File: src/rtl/gsync_pkg.sv
package gsync_pkg;
  localparam int DATA_W = 16;

  localparam logic [7:0] OFS_CTRL  = 8'h0A;
  localparam logic [7:0] OFS_TOKEN = 8'h0E;

  localparam int CB_EN_TOK = 0;
  localparam int CB_EN_FIN = 1;
  localparam int CB_ST_TOK = 2;
  localparam int CB_ST_FIN = 3;

  typedef struct packed {
    logic upd;      // held token must be copied to visible token
    logic tok_req;  // token interrupt requested
    logic fin_req;  // finish event requested
  } evt_flags_t;
endpackage

File: src/rtl/gsync_delay_timer.sv
module gsync_delay_timer #(
  parameter int DLY_W = 16
) (
  input  logic             clk,
  input  logic             rst,
  input  logic             load,
  input  logic [DLY_W-1:0] dly,
  output logic             fire
);
  logic             active;
  logic [DLY_W-1:0] cnt;

  // a new load always takes precedence and restarts the countdown
  assign fire = active && (cnt == '0) && !load;

  always_ff @(posedge clk) begin
    if (rst) begin
      active <= 1'b0;
      cnt    <= '0;
    end else if (load) begin
      active <= 1'b1;
      cnt    <= dly;
    end else if (fire) begin
      active <= 1'b0;
    end else if (active) begin
      cnt <= cnt - DLY_W'(1);
    end
  end
endmodule

File: src/rtl/gsync_event_hold.sv
module gsync_event_hold
  import gsync_pkg::*;
(
  input  logic              clk,
  input  logic              rst,
  input  logic              tok_post,
  input  logic [DATA_W-1:0] tok_val,
  input  logic              tok_irq,
  input  logic              fin_post,
  input  logic              fire,
  output logic [DATA_W-1:0] pend_token,
  output evt_flags_t        flags
);
  always_ff @(posedge clk) begin
    if (rst) begin
      pend_token <= '0;
      flags      <= '0;
    end else if (tok_post || fin_post) begin
      if (tok_post) pend_token <= tok_val;
      flags.upd     <= flags.upd     | tok_post;
      flags.tok_req <= flags.tok_req | (tok_post & tok_irq);
      flags.fin_req <= flags.fin_req | fin_post;
    end else if (fire) begin
      flags <= '0;
    end
  end
endmodule

File: src/rtl/gsync_ctrl_regs.sv
module gsync_ctrl_regs
  import gsync_pkg::*;
#(
  parameter int ADDR_W = 8
) (
  input  logic              clk,
  input  logic              rst,
  input  logic [ADDR_W-1:0] bus_addr,
  input  logic              bus_wr,
  input  logic [DATA_W-1:0] bus_wdata,
  input  logic              fire,
  input  logic [DATA_W-1:0] pend_token,
  input  evt_flags_t        flags,
  output logic [DATA_W-1:0] bus_rdata,
  output logic              irq_token,
  output logic              irq_finish,
  output logic              en_tok,
  output logic              en_fin,
  output logic              st_tok,
  output logic              st_fin,
  output logic [DATA_W-1:0] vis_token
);
  logic              ctrl_wr;
  logic              en_tok_n, en_fin_n, st_tok_n, st_fin_n;
  logic [DATA_W-1:0] rd_n;

  assign ctrl_wr = bus_wr && (bus_addr == ADDR_W'(OFS_CTRL));

  always_comb begin
    en_tok_n = ctrl_wr ? bus_wdata[CB_EN_TOK] : en_tok;
    en_fin_n = ctrl_wr ? bus_wdata[CB_EN_FIN] : en_fin;
    st_tok_n = st_tok;
    st_fin_n = st_fin;
    if (ctrl_wr && bus_wdata[CB_ST_TOK]) st_tok_n = 1'b0;
    if (ctrl_wr && bus_wdata[CB_ST_FIN]) st_fin_n = 1'b0;
    if (fire && flags.tok_req) st_tok_n = 1'b1;
    if (fire && flags.fin_req) st_fin_n = 1'b1;
  end

  always_comb begin
    rd_n = '0;
    if (bus_addr == ADDR_W'(OFS_CTRL)) begin
      rd_n[CB_EN_TOK] = en_tok;
      rd_n[CB_EN_FIN] = en_fin;
      rd_n[CB_ST_TOK] = st_tok;
      rd_n[CB_ST_FIN] = st_fin;
    end else if (bus_addr == ADDR_W'(OFS_TOKEN)) begin
      rd_n = vis_token;
    end
  end

  always_ff @(posedge clk) begin
    if (rst) begin
      en_tok     <= 1'b0;
      en_fin     <= 1'b0;
      st_tok     <= 1'b0;
      st_fin     <= 1'b0;
      irq_token  <= 1'b0;
      irq_finish <= 1'b0;
      vis_token  <= '0;
      bus_rdata  <= '0;
    end else begin
      en_tok     <= en_tok_n;
      en_fin     <= en_fin_n;
      st_tok     <= st_tok_n;
      st_fin     <= st_fin_n;
      irq_token  <= st_tok_n & en_tok_n;
      irq_finish <= st_fin_n & en_fin_n;
      bus_rdata  <= rd_n;
      if (fire && flags.upd) vis_token <= pend_token;
    end
  end
endmodule

File: src/rtl/gsync_ctrl.sv
module gsync_ctrl
  import gsync_pkg::*;
#(
  parameter int ADDR_W = 8,
  parameter int DLY_W  = 16
) (
  input  logic              clk,
  input  logic              rst,
  input  logic              post_token,
  input  logic [15:0]       post_token_value,
  input  logic              post_token_irq,
  input  logic              post_finish,
  input  logic [DLY_W-1:0]  post_delay,
  input  logic [ADDR_W-1:0] bus_addr,
  input  logic              bus_wr,
  input  logic [15:0]       bus_wdata,
  output logic [15:0]       bus_rdata,
  output logic              irq_token,
  output logic              irq_finish
);
  logic              post_any;
  logic              tmr_fire;
  logic [DATA_W-1:0] pend_token;
  evt_flags_t        held_flags;
  logic              en_tok, en_fin, st_tok, st_fin;
  logic [DATA_W-1:0] vis_token;

  assign post_any = post_token || post_finish;

  gsync_delay_timer #(.DLY_W(DLY_W)) u_timer (
    .clk  (clk),
    .rst  (rst),
    .load (post_any),
    .dly  (post_delay),
    .fire (tmr_fire)
  );

  gsync_event_hold u_hold (
    .clk        (clk),
    .rst        (rst),
    .tok_post   (post_token),
    .tok_val    (post_token_value),
    .tok_irq    (post_token_irq),
    .fin_post   (post_finish),
    .fire       (tmr_fire),
    .pend_token (pend_token),
    .flags      (held_flags)
  );

  gsync_ctrl_regs #(.ADDR_W(ADDR_W)) u_regs (
    .clk        (clk),
    .rst        (rst),
    .bus_addr   (bus_addr),
    .bus_wr     (bus_wr),
    .bus_wdata  (bus_wdata),
    .fire       (tmr_fire),
    .pend_token (pend_token),
    .flags      (held_flags),
    .bus_rdata  (bus_rdata),
    .irq_token  (irq_token),
    .irq_finish (irq_finish),
    .en_tok     (en_tok),
    .en_fin     (en_fin),
    .st_tok     (st_tok),
    .st_fin     (st_fin),
    .vis_token  (vis_token)
  );
endmodule

File: config.mk
export PLATFORM = sky130hd
export DESIGN_NAME = gsync_ctrl
export DESIGN_NICKNAME = d
export VERILOG_FILES = /design/src/rtl/gsync_pkg.sv /design/src/rtl/gsync_delay_timer.sv /design/src/rtl/gsync_event_hold.sv /design/src/rtl/gsync_ctrl_regs.sv /design/src/rtl/gsync_ctrl.sv
export SDC_FILE = /design/constraint.sdc
export NUM_CORES = 1
export LEC_CHECK = 0
export ABC_CLOCK_PERIOD_IN_PS = 3100
export BUFFER_PORTS_ARGS = -buffer_cell sky130_fd_sc_hd__clkbuf_2
export CAP_MARGIN = 30
export CORE_MARGIN = 2
export CORE_UTILIZATION = 52
export CTS_BUF_LIST = sky130_fd_sc_hd__clkbuf_16
export DETAILED_ROUTE_END_ITERATION = 8
export GPL_TIMING_DRIVEN = 1
export PLACE_DENSITY = 0.88
export SLEW_MARGIN = 15
export SYNTH_ARGS = -nofsm -noshare
export SYNTH_HDL_FRONTEND = slang
export SYNTH_HIERARCHICAL = 1
export SYNTH_SLANG_ARGS = --single-unit
export TNS_END_PERCENT = 100
File: constraint.sdc
create_clock -name clk -period 3.1 [get_ports clk]
set_input_delay 0.155 -clock clk [delete_from_list [all_inputs] [get_ports clk]]
set_output_delay 0.155 -clock clk [all_outputs]
set_load 0.01 [all_outputs]
==> results of run 1 <==
==> state kept, by name, summed over array words and instances, names as in the netlist <==
signal,flops
u_hold/pend_token,16
u_regs/bus_rdata,16
u_regs/vis_token,16
u_timer/cnt,16
u_hold/flags,3
u_regs/en_fin,1
u_regs/en_tok,1
u_regs/irq_finish,1
u_regs/irq_token,1
u_regs/st_fin,1
u_regs/st_tok,1
u_timer/active,1
==> synthesized netlist by cell type (all sizes together) (3+ instances only) <==
library cell   n  area, um^2
buf            9        70.1
nand4          5        31.3
nor3           3        26.3
nand2         48         180
a22oi          3        22.5
a31oi          3        18.8
mux2i         25         250
inv            5        18.8
a21oi         35         175
o21ai         15        75.1
dfxtp         74        1480
clkbuf        12        45.0
and2          14        90.1
a21o           3        22.5
or3            3        26.3
or2            5        31.3
nand2b         6        37.5
or4            4        30.0
nand3          7        52.6
nor4           6        58.8
a211oi         3        27.5
nor2          39         146
==> worst max-delay path: cells and delay by family (launching register included) <==
family                   cells  cell delay (ns)
adder cells (fa/ha/maj)      1             0.19
buffers and inverters        1             0.08
AO/OA/AOI/OAI                1             0.16
AND/OR/NAND/NOR              5             1.45
flip-flops                   1             0.37
==> cells in the final DEF, fill, tap and decap left out, drive strengths merged, types with 7 or more instances in the layout <==
cell type,count
a21oi,35
and2,14
clkbuf,77
dfxtp,74
inv,7
mux2i,25
nand2,48
nand3,7
nor2,39
o21ai,15
==> cell families (layout without fill, tap and decap cells) <==
family | Yosys count | after routing | share of synthesized area, %
and+or+nand+nor | 146 | 146 | 25.0
muxes | 25 | 25 | 8.07
DFF | 74 | 74 | 47.8
buffers and inverters | 27 | 94 | 4.44
adders and majority gates | 1 | 1 | 0.403
AOI/OAI and AO/OA | 73 | 73 | 14.3
==> final timing paths <==
kind                        startpoint                    to  slack (ns)
setup / recovery        u_timer/cnt[0]   u_regs/vis_token[8]        0.76
hold / removal     post_token_value[5]  u_hold/pend_token[5]        0.06
setup reg to reg        u_timer/cnt[0]   u_regs/vis_token[8]        0.76
hold reg to reg   u_regs/vis_token[12]  u_regs/vis_token[12]        0.45
==> per-stage QoR <==
stage,cells,utilization (%),hold slack [ns],setup slack [ns],power [mW]
final,488,63.7,0.0602,0.763,2.13
after global routing,488,63.7,0.0741,0.452,2.23
after CTS,487,63.5,0.0540,0.739,2.15
after detailed placement,471,59.0,0.397,0.822,1.23
after global placement,471,59.0,0.388,0.853,1.23
after floorplan,346,-,0.272,0.751,1.17
==> layer usage <==
layer | global-route usage, % | up-vias
met2 | 34.1 | 100
met3 | 7.44 | 13
met1 | 27.5 | 1194
met5 | 0 | -
li1 | - | 1323
met4 | 7.29 | 0
==> area by class of cell <==
type | instances | area [um^2] | area share (%)
clock buffer | 9 | 225 | 6.05
clock inverter | 7 | 41.3 | 1.11
tap | 75 | 93.8 | 2.52
multi-input combinational | 245 | 1490 | 39.9
timing repair buffer | 72 | 373 | 10.0
inverter | 6 | 22.5 | 0.605
sequential | 74 | 1480 | 39.8
==> power breakdown <==
group          internal [mW]  leakage [nW]  switching, mW
Combinational         0.0923         0.859          0.107
Sequential             0.984         0.604         0.0314
Clock                  0.537         0.137          0.381
==> impl_table.tex, run 1 <==
\begin{tabular}{lr}
\hline
Metric & Value \\
\hline
\multicolumn{2}{l}{\textbf{STA}} \\
\quad Transition at the pin with the smallest max-transition slack & slightly below 0.8 ns \\
\quad Total of endpoints with negative setup slack in the final report & 0 \\
\quad Final critical-path share of the clock period & about three quarters \\
\quad Count of pins over their slew limit & 0 \\
\quad Slew headroom & a little under half \\
\quad Final critical path time including I/O delays and setup & 2.34 ns \\
\quad Aggregate negative setup slack & 0 ns \\
\quad Number of endpoints with negative hold slack in the final report & 0 \\
\quad Skew final & roughly 0.0065 ns \\
\quad FMAX & 428 MHz \\
\quad Setup repair after global routing missed its margin & false \\
\multicolumn{2}{l}{\textbf{Routing}} \\
\quad Total routed wire length on the met1 layer & $\sim$2.8 mm \\
\quad Total detailed-routing wirelength & $\sim$6.6 mm \\
\quad Routed wire per std cell & 13.4 um \\
\quad DR pass1 iterations & 5 \\
\quad WL met3 & 449 um \\
\quad Max layer used & met4 \\
\quad Number of remaining DRC errors & 0 \\
\quad Via total after detailed routing & between 2000 and 3000 \\
\quad WL met2 & $\sim$3.2 mm \\
\quad Drt first-iter violations & 195 \\
\quad Per-cell via count in the routed design & between 5 and 6 \\
\quad Number of antenna-violating nets in the routed design & 0 \\
\multicolumn{2}{l}{\textbf{Setup path}} \\
\quad Data required time at the worst endpoint & between 3 and 4 ns \\
\quad Start-to-end type of the worst setup path & register to register \\
\quad Cell count of the worst reg-to-reg path & 8 \\
\quad Cell-by-cell listing of the critical path & inv\_1, ha\_1, nor3b\_4, nand3\_4, nor2\_1, and2\_1, nand2\_1, a21oi\_1 \\
\quad Data arrival time at the worst-slack endpoint & approximately 2.6 ns \\
\quad Crit path capture type & register \\
\quad Crit-path slowest cell & sky130\_fd\_sc\_hd\_\_and2\_1 \\
\quad Critical path fanouts, max & 16 \\
\quad Kind of start point of the critical path & register \\
\quad Largest incremental delay on the critical path & 0.55 ns \\
\multicolumn{2}{l}{\textbf{Floorplanning}} \\
\quad Number of placement rows & 28 \\
\quad DIE WIDTH & 81.2 um \\
\quad Die Ht & roughly 81 um \\
\quad Area of the core & roughly 5900 um\^{}2 \\
\quad Initial core utilization & a little over half \\
\quad I/O pin total & 80 \\
\quad Die Area & about 6600 um\^{}2 \\
\multicolumn{2}{l}{\textbf{Clock tree}} \\
\quad Maximum buffer depth of the clock tree & 2 \\
\quad Hold buffers post-CTS & 0 \\
\quad Resized cells post-CTS & 0 \\
\quad Clock transition at the register clock pins on the worst setup and hold paths after CTS & roughly 0.060 ns \\
\quad Setup fix buffers added after clock tree synthesis & 0 \\
\quad H-tree lvl count & 3 \\
\quad Number of buffers inserted during clock tree synthesis & 9 \\
\quad Clock root buffer master & sky130\_fd\_sc\_hd\_\_clkbuf\_16 \\
\quad Clock tree sinks & 74 \\
\quad CTS tree & yes \\
\quad Clock latency on the worst-skew pair & approximately 0.33 ns \\
\multicolumn{2}{l}{\textbf{Power}} \\
\quad LEAKAGE & around 1.6 nW \\
\quad Max VDD drop & approximately 0.00037 V \\
\quad Power Dens Cells & roughly 570 nW/um\^{}2 \\
\multicolumn{2}{l}{\textbf{Placed design}} \\
\quad Routability congestion estimate from global placement & between 0.8 and 0.9 \\
\quad Post-detail-place hpwl & between 4 and 5 mm \\
\quad Area post-placement & between 3000 and 4000 um\^{}2 \\
\quad Number of port buffers & 67 \\
\multicolumn{2}{l}{\textbf{Logic synthesis}} \\
\quad Per-instance average area after synthesis & approximately 9 um\^{}2 \\
\quad Sequential-to-total area share from yosys stat & a little under half \\
\quad Syn Std Cell Area & a little over 3000 um\^{}2 \\
\quad Post-Syn Instances & approximately 350 \\
\quad Net Count, Synth & 409 \\
\quad Distinct cells, synth & between 50 and 60 \\
\quad Warning count from the yosys run & 6 \\
\quad Post-synth EDFFs & 0 \\
\quad Async set-reset flop share out of synthesis & 0\% \\
\quad Dominant register cell in the synthesized netlist & sky130\_fd\_sc\_hd\_\_dfxtp\_1 \\
\quad Seq cells post-synth & 74 \\
\multicolumn{2}{l}{\textbf{Cells and area}} \\
\quad Number of nets in the layout & between 400 and 500 \\
\quad Number of diodes added for antenna fixing & 0 \\
\quad Share of post-route cells with drive strength above 1 & between 20\% and 30\% \\
\quad Cell area after layout & about 3700 um\^{}2 \\
\quad \# fillers & a little under 500 \\
\quad Area growth from synthesis to layout & 20.1\% \\
\multicolumn{2}{l}{\textbf{GRT}} \\
\quad Vias in the first global route & about 2400 \\
\quad First-pass GRT wire length & 10.8 mm \\
\quad Remaining global-route overflow & 0 \\
\quad Overall Global Routing Usage & between 20\% and 30\% \\
\quad Number of antenna violations at the first check in global routing & 0 \\
\quad Pin count of the biggest net entering global routing & between 50 and 60 \\
\multicolumn{2}{l}{\textbf{Run}} \\
\quad Total of max-cap violations & 0 \\
\multicolumn{2}{l}{\textbf{Status}} \\
\quad Status & complete, no violations \\
\multicolumn{2}{l}{\textbf{Worst hold path}} \\
\quad Path category of the worst min-delay check & input pin to register \\
\quad Worst Hold Path Cells & 3 \\
\hline
\end{tabular}
No activity file was read; power rests on OpenSTA's default activity.
==> run 2: changes to the inputs <==
--- a/config.mk
+++ b/config.mk
@@ -5,11 +5,12 @@
 export SDC_FILE = /design/constraint.sdc
 export NUM_CORES = 1
 export LEC_CHECK = 0
-export ABC_CLOCK_PERIOD_IN_PS = 3100
+export ABC_AREA = 1
+export ABC_CLOCK_PERIOD_IN_PS = 2400
 export BUFFER_PORTS_ARGS = -buffer_cell sky130_fd_sc_hd__clkbuf_2
 export CAP_MARGIN = 30
 export CORE_MARGIN = 2
-export CORE_UTILIZATION = 52
+export CORE_UTILIZATION = 53
 export CTS_BUF_LIST = sky130_fd_sc_hd__clkbuf_16
 export DETAILED_ROUTE_END_ITERATION = 8
 export GPL_TIMING_DRIVEN = 1
==> constraint.sdc (replaced) <==
create_clock -name clk -period 2.4 [get_ports clk]
set_input_delay 0.12 -clock clk [delete_from_list [all_inputs] [get_ports clk]]
set_output_delay 0.12 -clock clk [all_outputs]
set_load 0.01 [all_outputs]
==> impl_table.tex, run 2 <==
\begin{tabular}{lr}
\hline
Metric & Value \\
\hline
\multicolumn{2}{l}{\textbf{Clock tree}} \\
\quad Maximum buffer depth of the clock tree & 2 (unchanged) \\
\quad CTS tree & yes \\
\quad Number of buffers inserted during clock tree synthesis & 9 (unchanged) \\
\quad Clock tree sinks & 74 (unchanged) \\
\quad Clock transition at the register clock pins on the worst setup and hold paths after CTS & 0.06 ns (about the same) \\
\quad Hold buffers post-CTS & 0 (unchanged) \\
\quad Clock root buffer master & sky130\_fd\_sc\_hd\_\_clkbuf\_16 \\
\quad Clock latency on the worst-skew pair & 0.33 ns (about the same) \\
\quad Setup fix buffers added after clock tree synthesis & 0 (unchanged) \\
\quad Resized cells post-CTS & 0 (unchanged) \\
\quad H-tree lvl count & 3 (unchanged) \\
\multicolumn{2}{l}{\textbf{Setup path}} \\
\quad Worst-case register-to-register setup slack & 0.46 ns (-0.30 ns) \\
\quad Cell-by-cell listing of the critical path & inv\_1, ha\_1, nand2\_1, nor2\_2, nand3\_4, inv\_1, nand2\_1, buf\_4, o21ai\_0, a21oi\_1 \\
\quad Crit-path slowest cell & sky130\_fd\_sc\_hd\_\_dfxtp\_1 \\
\quad Crit path capture type & register \\
\quad Data required time at the worst endpoint & 2.60 ns (-0.75 ns) \\
\quad Kind of start point of the critical path & register \\
\quad Critical path fanouts, max & 32 (+16) \\
\quad Data arrival time at the worst-slack endpoint & 2.14 ns (-0.45 ns) \\
\quad Start-to-end type of the worst setup path & register to register \\
\quad Largest incremental delay on the critical path & 0.29 ns (-0.26 ns) \\
\multicolumn{2}{l}{\textbf{STA}} \\
\quad Aggregate negative setup slack & 0 ns (unchanged) \\
\quad Total of endpoints with negative setup slack in the final report & 0 (unchanged) \\
\quad Setup repair after global routing missed its margin & false \\
\quad Hold Worst Slack & 0.0196 ns (-0.0405 ns) \\
\quad Count of pins over their slew limit & 0 (unchanged) \\
\quad Worst Slack Setup Final & 0.459 ns (-0.304 ns) \\
\quad Slew headroom & 44.6\% (-2.8 points) \\
\quad Number of endpoints with negative hold slack in the final report & 0 (unchanged) \\
\quad Skew final & 0.00618 ns (-0.000311 ns) \\
\quad Transition at the pin with the smallest max-transition slack & 0.830 ns (+0.0424 ns) \\
\quad Final critical path time including I/O delays and setup & 1.94 ns (-0.396 ns) \\
\quad FMAX & 515 MHz (+20\%) \\
\quad Final critical-path share of the clock period & 80.9\% (+5.5 points) \\
\multicolumn{2}{l}{\textbf{Logic synthesis}} \\
\quad Proportion of synthesized area in mux cells & 0\% (-8.1 points) \\
\quad Fraction of synthesized cell area in xor and xnor cells & 0\% (unchanged) \\
\quad Post-synth EDFFs & 0 (unchanged) \\
\quad Warning count from the yosys run & 6 (unchanged) \\
\quad Post-Syn Instances & 442 (+28\%) \\
\quad Ranking of synthesized cells by area & sky130\_fd\_sc\_hd\_\_dfxtp\_1 (46\%), sky130\_fd\_sc\_hd\_\_o21ai\_0 (8.5\%), sky130\_fd\_sc\_hd\_\_nor2\_1 (8.3\%), sky130\_fd\_sc\_hd\_\_nand2\_1 (7.4\%), sky130\_fd\_sc\_hd\_\_inv\_1 (5.8\%) \\
\quad Portion of synthesized cell area occupied by the leading cell type & 45.5\% (-2.3 points) \\
\quad Dominant register cell in the synthesized netlist & sky130\_fd\_sc\_hd\_\_dfxtp\_1 \\
\quad Async set-reset flop share out of synthesis & 0\% (unchanged) \\
\quad Most frequent cell after synthesis & sky130\_fd\_sc\_hd\_\_dfxtp\_1 \\
\quad Synth Area in Simple Gates & 28.8\% (+3.8 points) \\
\quad Seq cells post-synth & 74 (unchanged) \\
\quad Syn Std Cell Area & 3260 um\^{}2 (+5.0\%) \\
\quad Synth Area in Adders & 0.384\% (-0.019 points) \\
\quad Synth Area in Compound Gates & 14.7\% (+0.40 points) \\
\quad List of most frequent post-synthesis cells & sky130\_fd\_sc\_hd\_\_dfxtp\_1 (74), sky130\_fd\_sc\_hd\_\_nor2\_1 (72), sky130\_fd\_sc\_hd\_\_nand2\_1 (64) \\
\quad Distinct cells, synth & 27 (-47\%) \\
\quad Per-instance average area after synthesis & 7.37 um\^{}2 (-18\%) \\
\quad Combinational family with the most area after synthesis & simple AND/OR/NAND/NOR gates \\
\quad Post-synth top area cell & sky130\_fd\_sc\_hd\_\_dfxtp\_1 \\
\quad Sequential-to-total area share from yosys stat & 45.5\% (-2.3 points) \\
\quad Net Count, Synth & 505 (+23\%) \\
\multicolumn{2}{l}{\textbf{Placed design}} \\
\quad Post-detail-place hpwl & 5.06 mm (+12\%) \\
\quad Routability congestion estimate from global placement & 0.885 (-0.29\%) \\
\quad Inst Count DP & 572 (+21\%) \\
\quad Worst setup timing slack at the placement stage & 0.543 ns (-0.279 ns) \\
\quad Number of port buffers & 67 (unchanged) \\
\quad Area post-placement & 3590 um\^{}2 (+4.1\%) \\
\multicolumn{2}{l}{\textbf{Worst hold path}} \\
\quad Path category of the worst min-delay check & input pin to register \\
\multicolumn{2}{l}{\textbf{GRT}} \\
\quad Vias in the first global route & 2795 (+18\%) \\
\quad First-pass GRT wire length & 12.0 mm (+10\%) \\
\quad Remaining global-route overflow & 0 (unchanged) \\
\quad Overall Global Routing Usage & 23.1\% (+1.5 points) \\
\quad Number of antenna violations at the first check in global routing & 0 (unchanged) \\
\quad Pin count of the biggest net entering global routing & 33 (-39\%) \\
\multicolumn{2}{l}{\textbf{Floorplanning}} \\
\quad Die Area & 6790 um\^{}2 (+2.9\%) \\
\quad Die Ht & 82.4 um (+1.4\%) \\
\quad Area of the core & 5920 um\^{}2 (+1.2\%) \\
\quad Number of placement rows & 28 (unchanged) \\
\quad I/O pin total & 80 (unchanged) \\
\quad DIE WIDTH & 82.4 um (+1.4\%) \\
\quad Initial core utilization & 55.0\% (+2.0 points) \\
\multicolumn{2}{l}{\textbf{Cells and area}} \\
\quad Final standard cell count with taps included and fillers excluded & 588 (+20\%) \\
\quad Top library cells by usage in the layout, fill and taps aside & sky130\_fd\_sc\_hd\_\_dfxtp\_1 (74), sky130\_fd\_sc\_hd\_\_nor2\_1 (72), sky130\_fd\_sc\_hd\_\_clkbuf\_2 (67) \\
\quad Final cell utilization of the core & 66.2\% (+2.5 points) \\
\quad Leading cell type in the layout, fill and taps excluded & sky130\_fd\_sc\_hd\_\_dfxtp\_1 \\
\quad Number of nets in the layout & 571 (+21\%) \\
\quad Number of diodes added for antenna fixing & 0 (unchanged) \\
\quad Cell area after layout & 3920 um\^{}2 (+5.2\%) \\
\quad Share of post-route cells with drive strength above 1 & 25.3\% (-0.81 points) \\
\quad Area growth from synthesis to layout & 20.3\% \\
\multicolumn{2}{l}{\textbf{Routing}} \\
\quad Drt first-iter violations & 174 (-11\%) \\
\quad Per-cell via count in the routed design & 5.16 (-4.3\%) \\
\quad Number of remaining DRC errors & 0 (unchanged) \\
\quad DR pass1 iterations & 5 (unchanged) \\
\quad Routed wire per std cell & 12.6 um (-6.4\%) \\
\quad Via total after detailed routing & 3032 (+15\%) \\
\quad Total detailed-routing wirelength & 7.40 mm (+13\%) \\
\quad Number of antenna-violating nets in the routed design & 0 (unchanged) \\
\multicolumn{2}{l}{\textbf{Power}} \\
\quad Power Dens Cells & 789 nW/um\^{}2 (+38\%) \\
\quad Final Power & 3.09 mW (+45\%) \\
\quad Max VDD drop & 0.000476 V (+28\%) \\
\quad LEAKAGE & 1.81 nW (+13\%) \\
\multicolumn{2}{l}{\textbf{Run}} \\
\quad Total of max-cap violations & 0 (unchanged) \\
\multicolumn{2}{l}{\textbf{Status}} \\
\quad Status & complete, no violations \\
\hline
\end{tabular}
run 2: critical path, delay by kind of cell, from the launching register on:
family                     cells  cell delay (ns)
DFF                            1             0.29
adders and majority gates      1             0.21
and+or+nand+nor                4             0.53
AOI/OAI and AO/OA              2             0.30
buffers and inverters          3             0.47
run 2: cells by family (layout without fill, tap and decap cells):
| logic type | Yosys count | after routing |
|---|---|---|
| AND/OR/NAND/NOR | 205 | 205 |
| AO/OA/AOI/OAI | 90 | 90 |
| buffers and inverters | 72 | 143 |
| adder cells (fa/ha/maj) | 1 | 1 |
| flip-flops | 74 | 74 |
run 2: where the power goes:
group	leakage, nW	total, mW	internal, mW	switching (mW)
clock	0.160	1.46	0.921	0.536
sequential	0.606	1.31	1.28	0.0331
combinational	1.04	0.322	0.118	0.205
run 2: worst paths after layout:
| kind | start | to | cells after the start |
|---|---|---|---|
| worst max-delay path | u_timer/cnt[1] | u_regs/vis_token[5] | 10 |
| worst min-delay path | post_token_value[10] | u_hold/pend_token[10] | 3 |
| worst max register to register | u_timer/cnt[1] | u_regs/vis_token[5] | 10 |
| worst min register to register | u_regs/vis_token[15] | u_regs/bus_rdata[15] | 2 |
run 2: final cells by class:
cell class	instances	area (um^2)
timing repair buffer	72	373
tap	75	93.8
clock inverter	7	101
inverter	55	214
fill	494	2000
clock buffer	9	225
multi-input combinational	296	1430
sequential	74	1480
run 2: per-layer routing:
| metal | share of wire (%) | wire, um | track usage (%) |
|---|---|---|---|
| met3 | 6.4 | 477 | 5.87 |
| met5 | 0 | 0 | 0 |
| met1 | 42 | 3120 | 26.7 |
| met4 | 0.88 | 65 | 7.33 |
| met2 | 51 | 3740 | 41.5 |
